File: config.mk
export PLATFORM = sky130hd
export DESIGN_NAME = pwm_cmp_timer
export DESIGN_NICKNAME = d
export VERILOG_FILES = /design/src/rtl/pwm_cmp_timer_pkg.sv /design/src/rtl/timer_datapath.sv /design/src/rtl/timer_ctrl.sv /design/src/rtl/pwm_cmp_timer.sv
export SDC_FILE = /design/constraint.sdc
export NUM_CORES = 1
export LEC_CHECK = 0
export BUFFER_PORTS_ARGS = -buffer_cell sky130_fd_sc_hd__buf_2
export CORE_MARGIN = 2
export CORE_UTILIZATION = 48
export DETAILED_ROUTE_END_ITERATION = 6
export GPL_TIMING_DRIVEN = 1
export PLACE_DENSITY = 0.73
export SYNTH_ARGS = -nofsm -noshare
export SYNTH_HDL_FRONTEND = slang
export SYNTH_HIERARCHICAL = 1
export SYNTH_SLANG_ARGS = --single-unit
File: constraint.sdc
create_clock -name clk -period 3.25 [get_ports clk]
set_input_delay 0.65 -clock clk [delete_from_list [all_inputs] [get_ports clk]]
set_output_delay 0.65 -clock clk [all_outputs]
set_load 0.05 [all_outputs]
File: src/rtl/pwm_cmp_timer_pkg.sv
package pwm_cmp_timer_pkg;

  localparam int unsigned ADDR_W = 4;
  localparam int unsigned CTRL_W = 7;

  localparam logic [ADDR_W-1:0] A_CTRL     = 4'd0;
  localparam logic [ADDR_W-1:0] A_CMP0     = 4'd1;
  localparam logic [ADDR_W-1:0] A_CMP1     = 4'd2;
  localparam logic [ADDR_W-1:0] A_COUNT    = 4'd3;
  localparam logic [ADDR_W-1:0] A_STATUS   = 4'd4;
  localparam logic [ADDR_W-1:0] A_INTEN    = 4'd5;
  localparam logic [ADDR_W-1:0] A_CAP_BASE = 4'd8;

  // status bit positions
  localparam int unsigned ST_CMP0 = 0;
  localparam int unsigned ST_CMP1 = 1;
  localparam int unsigned ST_OVF  = 2;
  localparam int unsigned ST_CAP0 = 3;

  typedef enum logic [1:0] {
    ACT_NONE   = 2'b00,
    ACT_LOW    = 2'b01,
    ACT_HIGH   = 2'b10,
    ACT_TOGGLE = 2'b11
  } act_e;

  // strobes and settings from control to datapath
  typedef struct packed {
    logic step;
    logic load;
    logic pwmEn;
    logic clrMode;
    act_e act0;
    act_e act1;
  } dp_ctl_t;

  // events from datapath back to control
  typedef struct packed {
    logic hit0;
    logic hit1;
    logic wrap;
  } dp_evt_t;

endpackage

File: src/rtl/timer_datapath.sv
module timer_datapath
  import pwm_cmp_timer_pkg::*;
#(
  parameter int unsigned CNT_W = 16
) (
  input  logic             clk,
  input  logic             rstN,
  input  dp_ctl_t          ctl,
  input  logic [CNT_W-1:0] loadVal,
  input  logic [CNT_W-1:0] cmp0Val,
  input  logic [CNT_W-1:0] cmp1Val,
  output logic [CNT_W-1:0] countVal,
  output logic             pwmOut,
  output dp_evt_t          evt
);

  logic [CNT_W-1:0] countNext;
  logic             pwmNext;
  logic             atTop;

  function automatic logic applyAct(act_e a, logic cur);
    case (a)
      ACT_LOW:    return 1'b0;
      ACT_HIGH:   return 1'b1;
      ACT_TOGGLE: return ~cur;
      default:    return cur;
    endcase
  endfunction

  always_comb begin
    atTop    = &countVal;
    evt.hit0 = ctl.step && (countVal == cmp0Val);
    evt.hit1 = ctl.step && (countVal == cmp1Val);
    evt.wrap = ctl.step && !ctl.clrMode && atTop;
  end

  always_comb begin
    countNext = countVal;
    if (ctl.load) begin
      countNext = loadVal;
    end else if (ctl.step) begin
      if (ctl.clrMode && evt.hit1) countNext = '0;
      else                         countNext = countVal + CNT_W'(1);
    end
  end

  // compare 1 takes priority when both match
  always_comb begin
    pwmNext = pwmOut;
    if (ctl.pwmEn) begin
      if (evt.hit1)      pwmNext = applyAct(ctl.act1, pwmOut);
      else if (evt.hit0) pwmNext = applyAct(ctl.act0, pwmOut);
    end
  end

  always_ff @(posedge clk or negedge rstN) begin
    if (!rstN) begin
      countVal <= '0;
      pwmOut   <= 1'b0;
    end else begin
      countVal <= countNext;
      pwmOut   <= pwmNext;
    end
  end

endmodule

File: src/rtl/timer_ctrl.sv
module timer_ctrl
  import pwm_cmp_timer_pkg::*;
#(
  parameter int unsigned CNT_W   = 16,
  parameter int unsigned NUM_CAP = 5
) (
  input  logic                       clk,
  input  logic                       rstN,
  input  logic                       tick,
  input  logic [ADDR_W-1:0]          addr,
  input  logic                       wrEn,
  input  logic [CNT_W-1:0]           wrData,
  input  logic                       rdEn,
  output logic [CNT_W-1:0]           rdData,
  input  logic [NUM_CAP-1:0]         capStb,
  input  logic [CNT_W-1:0]           capVal,
  input  dp_evt_t                    evt,
  input  logic [CNT_W-1:0]           countVal,
  output dp_ctl_t                    ctl,
  output logic [CNT_W-1:0]           cmp0Val,
  output logic [CNT_W-1:0]           cmp1Val,
  output logic [ST_CAP0+NUM_CAP-1:0] statusVal,
  output logic                       irq
);

  localparam int unsigned STAT_W = ST_CAP0 + NUM_CAP;

  logic [CTRL_W-1:0] ctrlQ;
  logic [STAT_W-1:0] intenQ;
  logic [STAT_W-1:0] evVec;
  logic [STAT_W-1:0] clrVec;
  logic [STAT_W-1:0] statusNext;
  logic [CNT_W-1:0]  capQ [NUM_CAP];
  logic [CNT_W-1:0]  rdNext;

  // control fields: [0] run, [1] pwm, [2] clear mode, [4:3] act0, [6:5] act1
  always_comb begin
    ctl.step    = tick && ctrlQ[0];
    ctl.load    = wrEn && (addr == A_COUNT);
    ctl.pwmEn   = ctrlQ[1];
    ctl.clrMode = ctrlQ[2];
    ctl.act0    = act_e'(ctrlQ[4:3]);
    ctl.act1    = act_e'(ctrlQ[6:5]);
  end

  // events set flags after the clear mask, so an event beats its clear
  always_comb begin
    evVec      = {capStb, evt.wrap, evt.hit1, evt.hit0};
    clrVec     = (wrEn && (addr == A_STATUS)) ? wrData[STAT_W-1:0] : '0;
    statusNext = (statusVal & ~clrVec) | evVec;
  end

  assign irq = |(statusVal & intenQ);

  always_ff @(posedge clk or negedge rstN) begin
    if (!rstN) begin
      ctrlQ     <= '0;
      cmp0Val   <= '0;
      cmp1Val   <= '0;
      intenQ    <= '0;
      statusVal <= '0;
    end else begin
      statusVal <= statusNext;
      if (wrEn) begin
        case (addr)
          A_CTRL:  ctrlQ   <= wrData[CTRL_W-1:0];
          A_CMP0:  cmp0Val <= wrData;
          A_CMP1:  cmp1Val <= wrData;
          A_INTEN: intenQ  <= wrData[STAT_W-1:0];
          default: ;
        endcase
      end
    end
  end

  for (genvar g = 0; g < NUM_CAP; g++) begin : gCap
    always_ff @(posedge clk or negedge rstN) begin
      if (!rstN)          capQ[g] <= '0;
      else if (capStb[g]) capQ[g] <= capVal;
    end
  end

  always_comb begin
    rdNext = '0;
    case (addr)
      A_CTRL:   rdNext = CNT_W'(ctrlQ);
      A_CMP0:   rdNext = cmp0Val;
      A_CMP1:   rdNext = cmp1Val;
      A_COUNT:  rdNext = countVal;
      A_STATUS: rdNext = CNT_W'(statusVal);
      A_INTEN:  rdNext = CNT_W'(intenQ);
      default: begin
        for (int i = 0; i < NUM_CAP; i++) begin
          if (addr == (A_CAP_BASE | ADDR_W'(i))) rdNext = capQ[i];
        end
      end
    endcase
  end

  always_ff @(posedge clk or negedge rstN) begin
    if (!rstN)     rdData <= '0;
    else if (rdEn) rdData <= rdNext;
  end

endmodule

File: src/rtl/pwm_cmp_timer.sv
module pwm_cmp_timer
  import pwm_cmp_timer_pkg::*;
#(
  parameter int unsigned CNT_W   = 16,
  parameter int unsigned NUM_CAP = 5
) (
  input  logic               clk,
  input  logic               rstN,
  input  logic               tick,
  input  logic [ADDR_W-1:0]  addr,
  input  logic               wrEn,
  input  logic [CNT_W-1:0]   wrData,
  input  logic               rdEn,
  output logic [CNT_W-1:0]   rdData,
  input  logic [NUM_CAP-1:0] capStb,
  input  logic [CNT_W-1:0]   capVal,
  output logic               pwmOut,
  output logic               irq
);

  localparam int unsigned STAT_W = ST_CAP0 + NUM_CAP;

  dp_ctl_t           dpCtl;
  dp_evt_t           dpEvt;
  logic [CNT_W-1:0]  countVal;
  logic [CNT_W-1:0]  cmp0Val;
  logic [CNT_W-1:0]  cmp1Val;
  logic [STAT_W-1:0] statusVal;

  timer_ctrl #(.CNT_W(CNT_W), .NUM_CAP(NUM_CAP)) u_ctrl (
    .clk(clk), .rstN(rstN), .tick(tick), .addr(addr), .wrEn(wrEn),
    .wrData(wrData), .rdEn(rdEn), .rdData(rdData), .capStb(capStb),
    .capVal(capVal), .evt(dpEvt), .countVal(countVal), .ctl(dpCtl),
    .cmp0Val(cmp0Val), .cmp1Val(cmp1Val), .statusVal(statusVal), .irq(irq)
  );

  timer_datapath #(.CNT_W(CNT_W)) u_dp (
    .clk(clk), .rstN(rstN), .ctl(dpCtl), .loadVal(wrData),
    .cmp0Val(cmp0Val), .cmp1Val(cmp1Val), .countVal(countVal),
    .pwmOut(pwmOut), .evt(dpEvt)
  );

endmodule

======== Word level (Yosys, flattened, before mapping) ========
Cells that the tools add are included.
word-level totals
  bits of input ports ..................... 46
  bits in registers ....................... 168
  word-level logic and storage cells ...... 72
  output and inout bits ................... 18
cells by class
  eq/ne operators ......................... 19
  $add $sub $neg .......................... 1
  bitwise logic cells ..................... 5
  reduce and logical (&&, ||, !) cells .... 20
  multiplexer cells ....................... 14
operators with widths
  cell                                                             number
  16-bit 2-to-1 mux                                                8
  16-bit one-hot mux with 6 select lines                           1
  16-bit == test                                                   2
  4-bit == test, second input constant                             5
  16-bit by 1-bit adder with 16-bit output, second input constant  1
  8-bit AND                                                        2
  16-bit AND reduction                                             1
  2-bit == test, second input constant                             4
  4-bit by 2-bit == test with 1-bit output, second input constant  2
  4-bit by 3-bit == test with 1-bit output, second input constant  2
  1-bit logical AND                                                8
  8-bit 2-to-1 mux                                                 1
  8-bit inverter                                                   1
  8-bit bitwise OR                                                 1
  2-bit AND reduction                                              4
  8-bit OR reduction                                               1
  1-bit one-hot mux with 3 select lines                            2
  2-bit by 1-bit == test with 1-bit output, second input constant  2
  4-bit by 1-bit == test with 1-bit output, second input constant  1
  4-bit logical NOT                                                1
  4-bit by 1-bit != test with 1-bit output, second input constant  1
  4-bit AND reduction                                              1
  2-bit nonzero test                                               2
  4-bit nonzero test                                               1
  3 further kinds                                                  4

======== Depth between registers and ports, before layout ========
Gate-level depths: netlist (run 1).
  word-level depth ........................ 7
  depth in mapped cells ................... 10
  depth with buffers taken out ............ 7

======== By module ========
The synthesis (run 1) kept the hierarchy.
by module, submodules not included
  module          instances  sequential area each (sq um)  area an instance (sq um)  cells an instance
  timer_ctrl      1          3778.6                        7385.8                    603
  timer_datapath  1          425.4                         1649.1                    210

======== Least setup slack after synthesis (run 1) ========
No wires, ideal clock.
  path type ............................... in2reg
  start ................................... input addr[1]
  end ..................................... register u_dp.countVal[11]
  library setup time ...................... 0.123 ns
  arrival time ............................ 2.305 ns
  cell stages on the path ................. 10
  path slack .............................. 0.822 ns
  path buffers ............................ 5
  required time ........................... 3.127 ns
  path through ............................ buf_4 buf_2 inv_1 buf_2 nor3_1 clkbuf_1 clkbuf_1 nor3b_1 o22ai_1 nand2_1
RTL lines
  what                    line                  RTL
  start: declaration      pwm_cmp_timer.sv:10   input logic [ADDR_W-1:0] addr,
  end signal: assignment  timer_datapath.sv:61  countVal <= countNext;
  end: declaration        timer_datapath.sv:12  output logic [CNT_W-1:0] countVal,

======== Worst setup path after layout (run 1) ========
  start ................................... register u_dp.countVal[0]
  end ..................................... register u_dp.countVal[14]
on the way
  cells in the longest elaborated chain, start to end .. 6
  elaborated cells on any way between the ends .. 7
  those cells by class .................... 1 x add/sub; 1 x eq/ne; 3 x mux; 2 x reduce/logical
ends and longest elaborated chain
  what                                                                              line                  RTL
  branches (longest 3 deep; another with 16-bit by 1-bit adder with 16-bit output)  --
  16-bit 2-to-1 mux *                                                               timer_datapath.sv:42  if (ctl.clrMode && evt.hit1) countNext = '0;
  16-bit 2-to-1 mux *                                                               timer_datapath.sv:41  end else if (ctl.step) begin
  16-bit 2-to-1 mux *                                                               timer_datapath.sv:39  if (ctl.load) begin
Mark *: on every way between the ends. The select of a mux whose other input is x is not followed.
A chain may end at the register's enable or synchronous reset.

==> results of run 1 <==
worst max path at each step:
stage	endpoint	slack, ps
floorplan	u_dp/countVal[11]	820
global placement	u_dp/countVal[5]	690
detailed placement	u_dp/countVal[5]	630
CTS	u_dp/countVal[14]	900
global route	u_dp/countVal[14]	730
finish	u_dp/countVal[14]	850
worst max-delay path, delay by kind of cell (launching register included):
kind                     cells  cell delay [ps]
AND/OR/NAND/NOR              4             1340
adder cells (fa/ha/maj)      1              250
AO/OA/AOI/OAI                1              180
flip-flops                   1              550
sequential cells by signal, summed over array words and instances (netlist names):
name / count
u_dp/countVal: 16
u_ctrl/ctrlQ: 7
u_ctrl/cmp1Val: 16
u_ctrl/rdData: 16
u_ctrl/capQ: 80
u_dp/pwmOut: 1
u_ctrl/intenQ: 8
u_ctrl/cmp0Val: 16
u_ctrl/statusVal: 8
power breakdown:
| part | switching, W | internal [W] |
|---|---|---|
| logic | 0.000742 | 0.000619 |
| registers | 0.000370 | 0.00240 |
| clock network | 0.000911 | 0.00110 |
| total | 0.00202 | 0.00412 |
cells in the mapped netlist, types with 13 or more instances:
cell type  count  area share
mux2i_1       24       0.027
xor2_1        23       0.022
buf_4         15       0.012
buf_2         22       0.012
clkbuf_1      24       0.010
nand2_1       43       0.018
a21oi_1       38       0.021
nor3_1        17      0.0094
nand3_1       14      0.0078
inv_1         16      0.0066
and3_1        14      0.0097
nor4_1        13      0.0090
mux2_2       130        0.16
nand2b_1      15       0.010
nor2_1        30       0.012
dfrtp_1      168        0.47
o22ai_1       14      0.0097
o21ai_0       19       0.011
logic make-up (layout without fill, tap and decap cells):
family / Yosys count / count (layout) / share of synthesized area
multiplexers: 157 / 157 / 0.194
XOR/XNOR: 32 / 32 / 0.0310
AO/OA/AOI/OAI: 167 / 167 / 0.131
flip-flops: 168 / 168 / 0.465
AND/OR/NAND/NOR: 199 / 199 / 0.125
buffers and inverters: 89 / 134 / 0.0522
adder cells (fa/ha/maj): 1 / 1 / 0.00138
per-stage QoR:
| stage | power (W) | setup slack, ps | cell area, um2 | cells | hold slack (ps) |
|---|---|---|---|---|---|
| 2_1_floorplan | 0.00371 | 822 | 9030 | 813 | 354 |
| 3_3_place_gp | 0.00410 | 687 | 9430 | 1060 | 486 |
| 3_5_place_dp | 0.00414 | 632 | 9430 | 1060 | 492 |
| 4_1_cts | 0.00614 | 899 | 10000 | 1092 | 195 |
| 5_1_grt | 0.00643 | 726 | 10000 | 1092 | 213 |
| 6_report | 0.00614 | 848 | 10000 | 1092 | 169 |
routing by layer:
layer	part of all wire	wire length, um	vias up
li1	-	-	3057
met1	0.44	10800	3492
met2	0.46	11300	275
met3	0.073	1780	43
met4	0.025	618	0
met5	0	0	-
layout make-up:
cell class              count  area [um2]  share of cell area
multi-input cells         556        4360               0.436
flip-flops and latches    168        4200               0.420
repair buffers             84         504              0.0504
clock inverters            14         136              0.0136
inverters                  18        67.6             0.00675
clock buffers              18         439              0.0439
well taps                 234         293              0.0293
==> metrics, run 1 <==
synthesis-stage register bit count=168; GR peak layer=met2; clk sinks=168; warning count from the yosys run=6; CTS Buf Count=17; Overall Global Routing Usage=0.256; clk slew on worst S/H paths=70 ps; end-of-flow core utilization=0.539; slowest stage delay, CP=580 ps; Layout area overhead=10.8%; placed wire-length estimate=16.6 mm; Post-synth ARST share=1.00; worst-margin pin slew=870 ps; routing usage on met1=0.355; Peak VDD IR=0.000403 V; CP endpoint kind=register; vias in the first global route=6707; PD cells=614 nW/um2; commonest cells after routing, fill and taps aside=dfrtp_1 (168), mux2_2 (130), buf_2 (62); worst-skew pair later-pin latency=440 ps; R2R cell count=6; cell area after synthesis=9030 um2; GP Congestion=0.939; Die W=141 um; hold_buf cts=0; Setup TNS=0 ps; Port Buffers=63; Ports=64; Setup Buffers After CTS=0; # setup viols final=0; first-pass GRT wire length=39.0 mm; starting density of the core=0.486; Final period util=0.739; Max Freq=416 MHz; EDFF count, synth=0; Diodes inserted=0; worst r2r src=u_dp/countVal[0]; leakage power=4.20 nW; Hold Crit Class=input port to async pin; Tmin final=2400 ps; final hold vios=0; fraction of layout cells with a size suffix above 1=0.305; number of nets still failing antenna checks after routing=0; drt first pass iters=5; DR WL/cell=22.5 um; status=completed; mean post-synth cell area=11.1 um2; commonest non-fill, non-tap cell in the layout=dfrtp_1; die area=19900 um2; num rows=50; pin count of the biggest net entering global routing=85; clock tree buffer depth=2; Seq/Total Area, Yosys=0.465; max-slew violation count=0; post-synthesis cell count=813; Worst R2R End=u_dp/countVal[14]; Max stage delay cell, worst path=nor4_1; core box area=18600 um2; routed vias=6867; CP Data Arrival Time=2750 ps; Slew HR=0.419; WS Path Type=register to register; max_cap viols=0; initial antenna violation count=0; Chip Height=141 um; met3 usage=0.0642; Synth Flop Type=dfrtp_1; M2 GR Usage=0.393; CP cell instances=ha_1 -> nand3_1 -> nor4_1 -> nand2_1 -> or4_1 -> o211ai_1; RSZ-0062 raised after global routing=no; CTS tree=yes; syn nets=860; FF-to-FF setup slack=850 ps; CP Max Fanout=7; clock skew=11.3 ps; Nets=892; crit path from=u_dp/countVal[0]; grt ovf=0; required time of the critical path=3590 ps; Root Buffer=clkbuf_16; FILL cells=1623; # DRC=0; post-synth cell types=82; CTS H-tree lvls=4; initial drt markers=600; Resized cells post-CTS=0; Total Wirelength=24.5 mm; Startpoint Class=register; Via density=6.29
Note: power is estimated with default switching activity, not from simulation.
==> inputs of run 2 (changes only) <==
- PLACE_DENSITY: 0.73 -> 0.75
- clock period: 3.25 -> 2.15 ns (I/O delays scaled with it)
==> metrics, run 2 (same netlist as run 1, synthesis figures left out) <==
Ports=64 (unchanged); Port Buffers=63 (unchanged); NetSw=0.00305 W (+51%); vias in the first global route=6963 (+3.8%); # setup viols final=0 (unchanged); Via density=6.23 (-0.86%); initial drt markers=647 (+7.8%); Peak VDD IR=0.000620 V (+54%); CP dominant cell by count=or4b_1; first-pass GRT wire length=39.3 mm (+0.64%); Die W=141 um (unchanged); Root Buffer=clkbuf_16; placed wire-length estimate=17.1 mm (+3.5%); WS Path Type=register to register; clock network power share=0.313 (-0.014); initial antenna violation count=0 (unchanged); number of nets still failing antenna checks after routing=0 (unchanged); starting density of the core=0.486 (unchanged); worst r2r src=u_dp/countVal[13]; Final period util=0.963 (+0.224); combinational share of power=0.244 (+0.022); num rows=50 (unchanged); die area=19900 um2 (unchanged); Chip Height=141 um (unchanged); Hold Crit Depth=3; required time of the critical path=2500 ps (-1090 ps); fraction of layout cells with a size suffix above 1=0.328 (+0.0227); largest reg by FF count=u_ctrl/capQ; RSZ-0062 raised after global routing=no; CTS tree=yes; Max Freq=483 MHz (+16%); routing usage on met1=0.356 (+0.00146); hold path start=wrData[15]; clk sinks=168 (unchanged); clk slew on worst S/H paths=70 ps (about the same); Internal Pwr Total=0.00628 W (+53%); clock skew=12.8 ps (+1.49 ps); commonest cells after routing, fill and taps aside=dfrtp_1 (167), mux2_2 (130), buf_2 (62); switch share=0.326 (-0.00299); drt first pass iters=5 (unchanged); FILL cells=1563 (-3.7%); Total Wirelength=24.8 mm (+0.97%); Setup Buffers After CTS=0 (unchanged); FF-to-FF setup slack=80 ps (-770 ps); Worst R2R End=u_dp/pwmOut; M2 GR Usage=0.401 (+0.00766); final hold vios=0 (unchanged); clock tree buffer depth=2 (unchanged); worst-margin pin slew=552 ps (-317 ps); leakage power=4.36 nW (+3.7%); Layout area overhead=14.1%; CP cell instances=xor2_1 -> or4b_1 -> or4b_1 -> o32a_1 -> a21oi_1; GR peak layer=met2; routed vias=6970 (+1.5%); Overall Global Routing Usage=0.255 (-0.000806); Max stage delay cell, worst path=or4b_1; # DRC=0 (unchanged); Nets=919 (+3.0%); Largest register FFs=80 (unchanged); met3 usage=0.0472 (-0.0170); CP Max Fanout=6 (-1); grt ovf=0 (unchanged); GP Congestion=0.943 (+0.39%); Startpoint Class=register; power consumption=0.00933 W (+52%); slowest stage delay, CP=500 ps (-80 ps); pin count of the biggest net entering global routing=68 (-20%); max_cap viols=0 (unchanged); Hold Crit Class=input port to register; Slew HR=0.628 (+0.209); CP Data Arrival Time=2420 ps (-330 ps); CTS Buf Count=17 (unchanged); DR WL/cell=22.1 um (-1.4%); Tmin final=2070 ps (-332 ps); Diodes inserted=0 (unchanged); PD cells=905 nW/um2 (+48%); core box area=18600 um2 (unchanged); CTS H-tree lvls=4 (unchanged); status=completed; Seq pwr share=0.443 (-0.009); Hold Crit Endpoint=u_dp/countVal[15]; max-slew violation count=0 (unchanged); worst-skew pair later-pin latency=430 ps (about the same); CP endpoint kind=register; commonest non-fill, non-tap cell in the layout=dfrtp_1; Setup TNS=0 ps (unchanged); R2R cell count=5 (-1)
[run 2: cell types whose count changed in the layout (fill, tap and decap cells not counted), moves of 2 or more]
cell      before  now
nor4_1        13   11
buf_12         2   10
clkinv_4       2    4
inv_6          5    2
nor4_2         0    2
buf_4         19   37
[run 2: repair_timing]
item,in CTS,in global routing
gates resized for setup,0,4
hold endpoints to repair,41,0
hold buffers,1,0
setup endpoints to repair,0,1
[run 2: through the flow]
step / hold WS [ps] / cell area, um2 / instances / worst slack [ps] / utilization
after detailed placement: 415 / 9730 / 1086 / 53.8 / 0.524
after CTS: 248 / 10300 / 1118 / 87.4 / 0.554
final: 267 / 10300 / 1118 / 80.2 / 0.555
after global routing: 266 / 10300 / 1118 / 12.2 / 0.555
after floorplan: 134 / 9040 / 813 / 67.4 / -
after global placement: 414 / 9730 / 1086 / 140 / 0.524
[run 2: worst max path at each step]
stage	startpoint	endpoint	slack, ps	depth (start not counted)
5_1_grt	u_dp/countVal[15]	u_dp/pwmOut	10	5
3_5_place_dp	addr[3]	u_dp/countVal[7]	50	8
4_1_cts	u_dp/countVal[13]	u_dp/pwmOut	90	5
6_report	u_dp/countVal[13]	u_dp/pwmOut	80	5
3_3_place_gp	addr[0]	u_ctrl/statusVal[2]	140	6
2_1_floorplan	addr[1]	u_dp/countVal[13]	70	10
[run 2: critical path: cells and delay by family (launching register included)]
family	cells	cell delay (ps)
compound gates	2	310
xor+xnor	1	220
flops	1	460
simple gates	2	990
[run 2: per-layer routing]
metal / routed length, um / up-vias / part of all wire
met2: 11500 / 309 / 0.46
li1: - / 3117 / -
met5: 0 / - / 0
met1: 11000 / 3492 / 0.44
met4: 634 / 0 / 0.026
met3: 1670 / 52 / 0.067
[run 2: final cells by class]
| class | instances | area [um2] | area share |
|---|---|---|---|
| clock buffers | 18 | 429 | 0.0416 |
| clock inverters | 13 | 124 | 0.0120 |
| inverters | 18 | 67.6 | 0.00655 |
| multi-input cells | 556 | 4380 | 0.425 |
| flip-flops and latches | 168 | 4210 | 0.408 |
| well taps | 234 | 293 | 0.0284 |
| repair buffers | 111 | 810 | 0.0785 |
[run 2: power groups by stage]
stage	sequential [W]	clock (W)	combinational (W)
floorplan	0.00410	0	0.00151
global placement	0.00415	0	0.00217
detailed placement	0.00416	0	0.00222
CTS	0.00412	0.00296	0.00223
global route	0.00418	0.00310	0.00246
finish	0.00413	0.00292	0.00228
==> inputs of run 3 (changes only) <==
- REMOVE_ABC_BUFFERS: unset -> 1
==> metrics, run 3 (same netlist as run 1, synthesis figures left out) <==
status=completed; crit path from=u_dp/countVal[2]; Total Wirelength=23.8 mm (-4.1%); R2R cell count=6 (+1); RSZ-0062 raised after global routing=no; Nets=924 (+0.54%); largest reg by FF count=u_ctrl/capQ; final hold vios=0 (unchanged); Chip Height=141 um (unchanged); leakage power=4.37 nW (+0.38%); CTS tree=yes; dpl cells=1091 (+0.46%); clk sinks=168 (unchanged); max-slew violation count=0 (unchanged); pin count of the biggest net entering global routing=81 (+19%); routed vias=6882 (-1.3%); Worst R2R End=u_dp/pwmOut; FF-to-FF setup slack=60 ps (-20 ps); Min Hold Slack=256 ps (-11.0 ps); initial drt markers=627 (-3.1%); clk slew on worst S/H paths=70 ps (about the same); Slew HR=0.473 (-0.155); starting density of the core=0.486 (unchanged); fraction of layout cells with a size suffix above 1=0.331 (+0.00341); Final period util=0.973 (+0.0101); number of nets still failing antenna checks after routing=0 (unchanged); DR top layer=met4; core box area=18600 um2 (unchanged); commonest cells after routing, fill and taps aside=dfrtp_1 (167), mux2_2 (130), buf_2 (62); initial antenna violation count=0 (unchanged); Setup Buffers After CTS=0 (unchanged); Via density=6.12 (-1.8%); grt ovf=0 (unchanged); # DRC=0 (unchanged); CTS Buf Count=17 (unchanged); Setup WS pre-CTS=28.5 ps (-25.3 ps); final setup margin=58.4 ps (-21.8 ps); commonest non-fill, non-tap cell in the layout=dfrtp_1; met1 wire length=10.7 mm (-2.4%); Max Freq=478 MHz (-1.0%); GP Congestion=0.882 (-6.5%); Largest register FFs=80 (unchanged); CP endpoint kind=register; worst-margin pin slew=789 ps (+237 ps); first-pass GRT wire length=37.5 mm (-4.6%); max_cap viols=0 (unchanged); dpl cell area=9700 um2 (-0.26%); Startpoint Class=register; power consumption=0.00940 W (+0.71%); WS Path Type=register to register; CP Max Fanout=10 (+4); wire length on met3=1.54 mm (-7.9%); worst r2r src=u_dp/countVal[2]; clock tree buffer depth=2 (unchanged); Tmin final=2090 ps (+21.8 ps); vias in the first global route=6657 (-4.4%); Diodes inserted=0 (unchanged); Ports=64 (unchanged); fin area=10300 um2 (about the same); drt first pass iters=5 (unchanged); Die W=141 um (unchanged); worst-skew pair later-pin latency=440 ps (about the same); Peak VDD IR=0.000797 V (+29%); PD cells=912 nW/um2 (+0.72%); Layout area overhead=14.1% (about the same); die area=19900 um2 (unchanged); placed wire-length estimate=16.5 mm (-3.7%); DR WL/cell=21.1 um (-4.6%); worst setup path endpoint=u_dp/pwmOut; Port Buffers=63 (unchanged); Hold Crit Class=input port to register; # setup viols final=0 (unchanged); num rows=50 (unchanged); clock skew=8.98 ps (-3.79 ps); required time of the critical path=2520 ps (+20 ps); Overall Global Routing Usage=0.243 (-0.0119); DR WL met2=11.1 mm (-3.4%); CTS H-tree lvls=4 (unchanged); CP Data Arrival Time=2460 ps (+40 ps); Root Buffer=clkbuf_16; Final Non-Filler Cells=1124 (+0.54%)
run 3: timing repair:
item | CTS | global route
hold endpoints to repair | 1 | 0
setup endpoints to repair | 0 | 8
hold buffers | 1 | 0
gates resized for setup | 0 | 3
run 3: where the power goes:
group | total, W | switching [W] | leakage [nW] | internal, W
clock | 0.00303 | 0.00143 | 0.288 | 0.00160
sequential | 0.00406 | 0.000431 | 1.97 | 0.00363
combinational | 0.00230 | 0.00125 | 2.12 | 0.00105
total | 0.00940 | 0.00311 | 4.37 | 0.00629
run 3: metal layers:
| layer | up-vias | global-route usage |
|---|---|---|
| met5 | - | 0 |
| met4 | 0 | 0.0663 |
| met3 | 42 | 0.0530 |
| met2 | 270 | 0.372 |
| met1 | 3431 | 0.351 |
| li1 | 3139 | - |
run 3: per-stage QoR:
| step | utilization | TNS [ps] |
|---|---|---|
| after floorplan | - | -26660 |
| after global placement | 0.522 | 0 |
| after detailed placement | 0.522 | 0 |
| after CTS | 0.554 | 0 |
| after global routing | 0.555 | 0 |
| final | 0.555 | 0 |
run 3: worst min path at each step:
stage                     startpoint           endpoint  slack (ps)  depth (start not counted)
after floorplan                 rstN     u_ctrl/capQ[0]         130                          0
after global placement          rstN   u_dp/countVal[3]         460                          2
after detailed placement        rstN   u_dp/countVal[3]         460                          2
after CTS                 wrData[10]  u_dp/countVal[10]         250                          3
after global routing      wrData[10]  u_dp/countVal[10]         260                          3
final                     wrData[10]  u_dp/countVal[10]         260                          3
run 3: worst max-delay path, stage by stage, from the launching register on:
cell	delay (ps)
dfrtp_1	490
xor2_1	210
nor4_1	470
nand3_1	170
buf_4	210
o32a_1	330
a21oi_1	140
run 3: layout make-up:
class / instances / area (um2)
Inverter: 18 / 67.6
Clock inverter: 13 / 131
Fill cell: 1568 / 8270
Sequential cell: 168 / 4210
Multi-Input combinational cell: 556 / 4370
Tap cell: 234 / 293
Clock buffer: 19 / 453
Timing Repair Buffer: 116 / 785
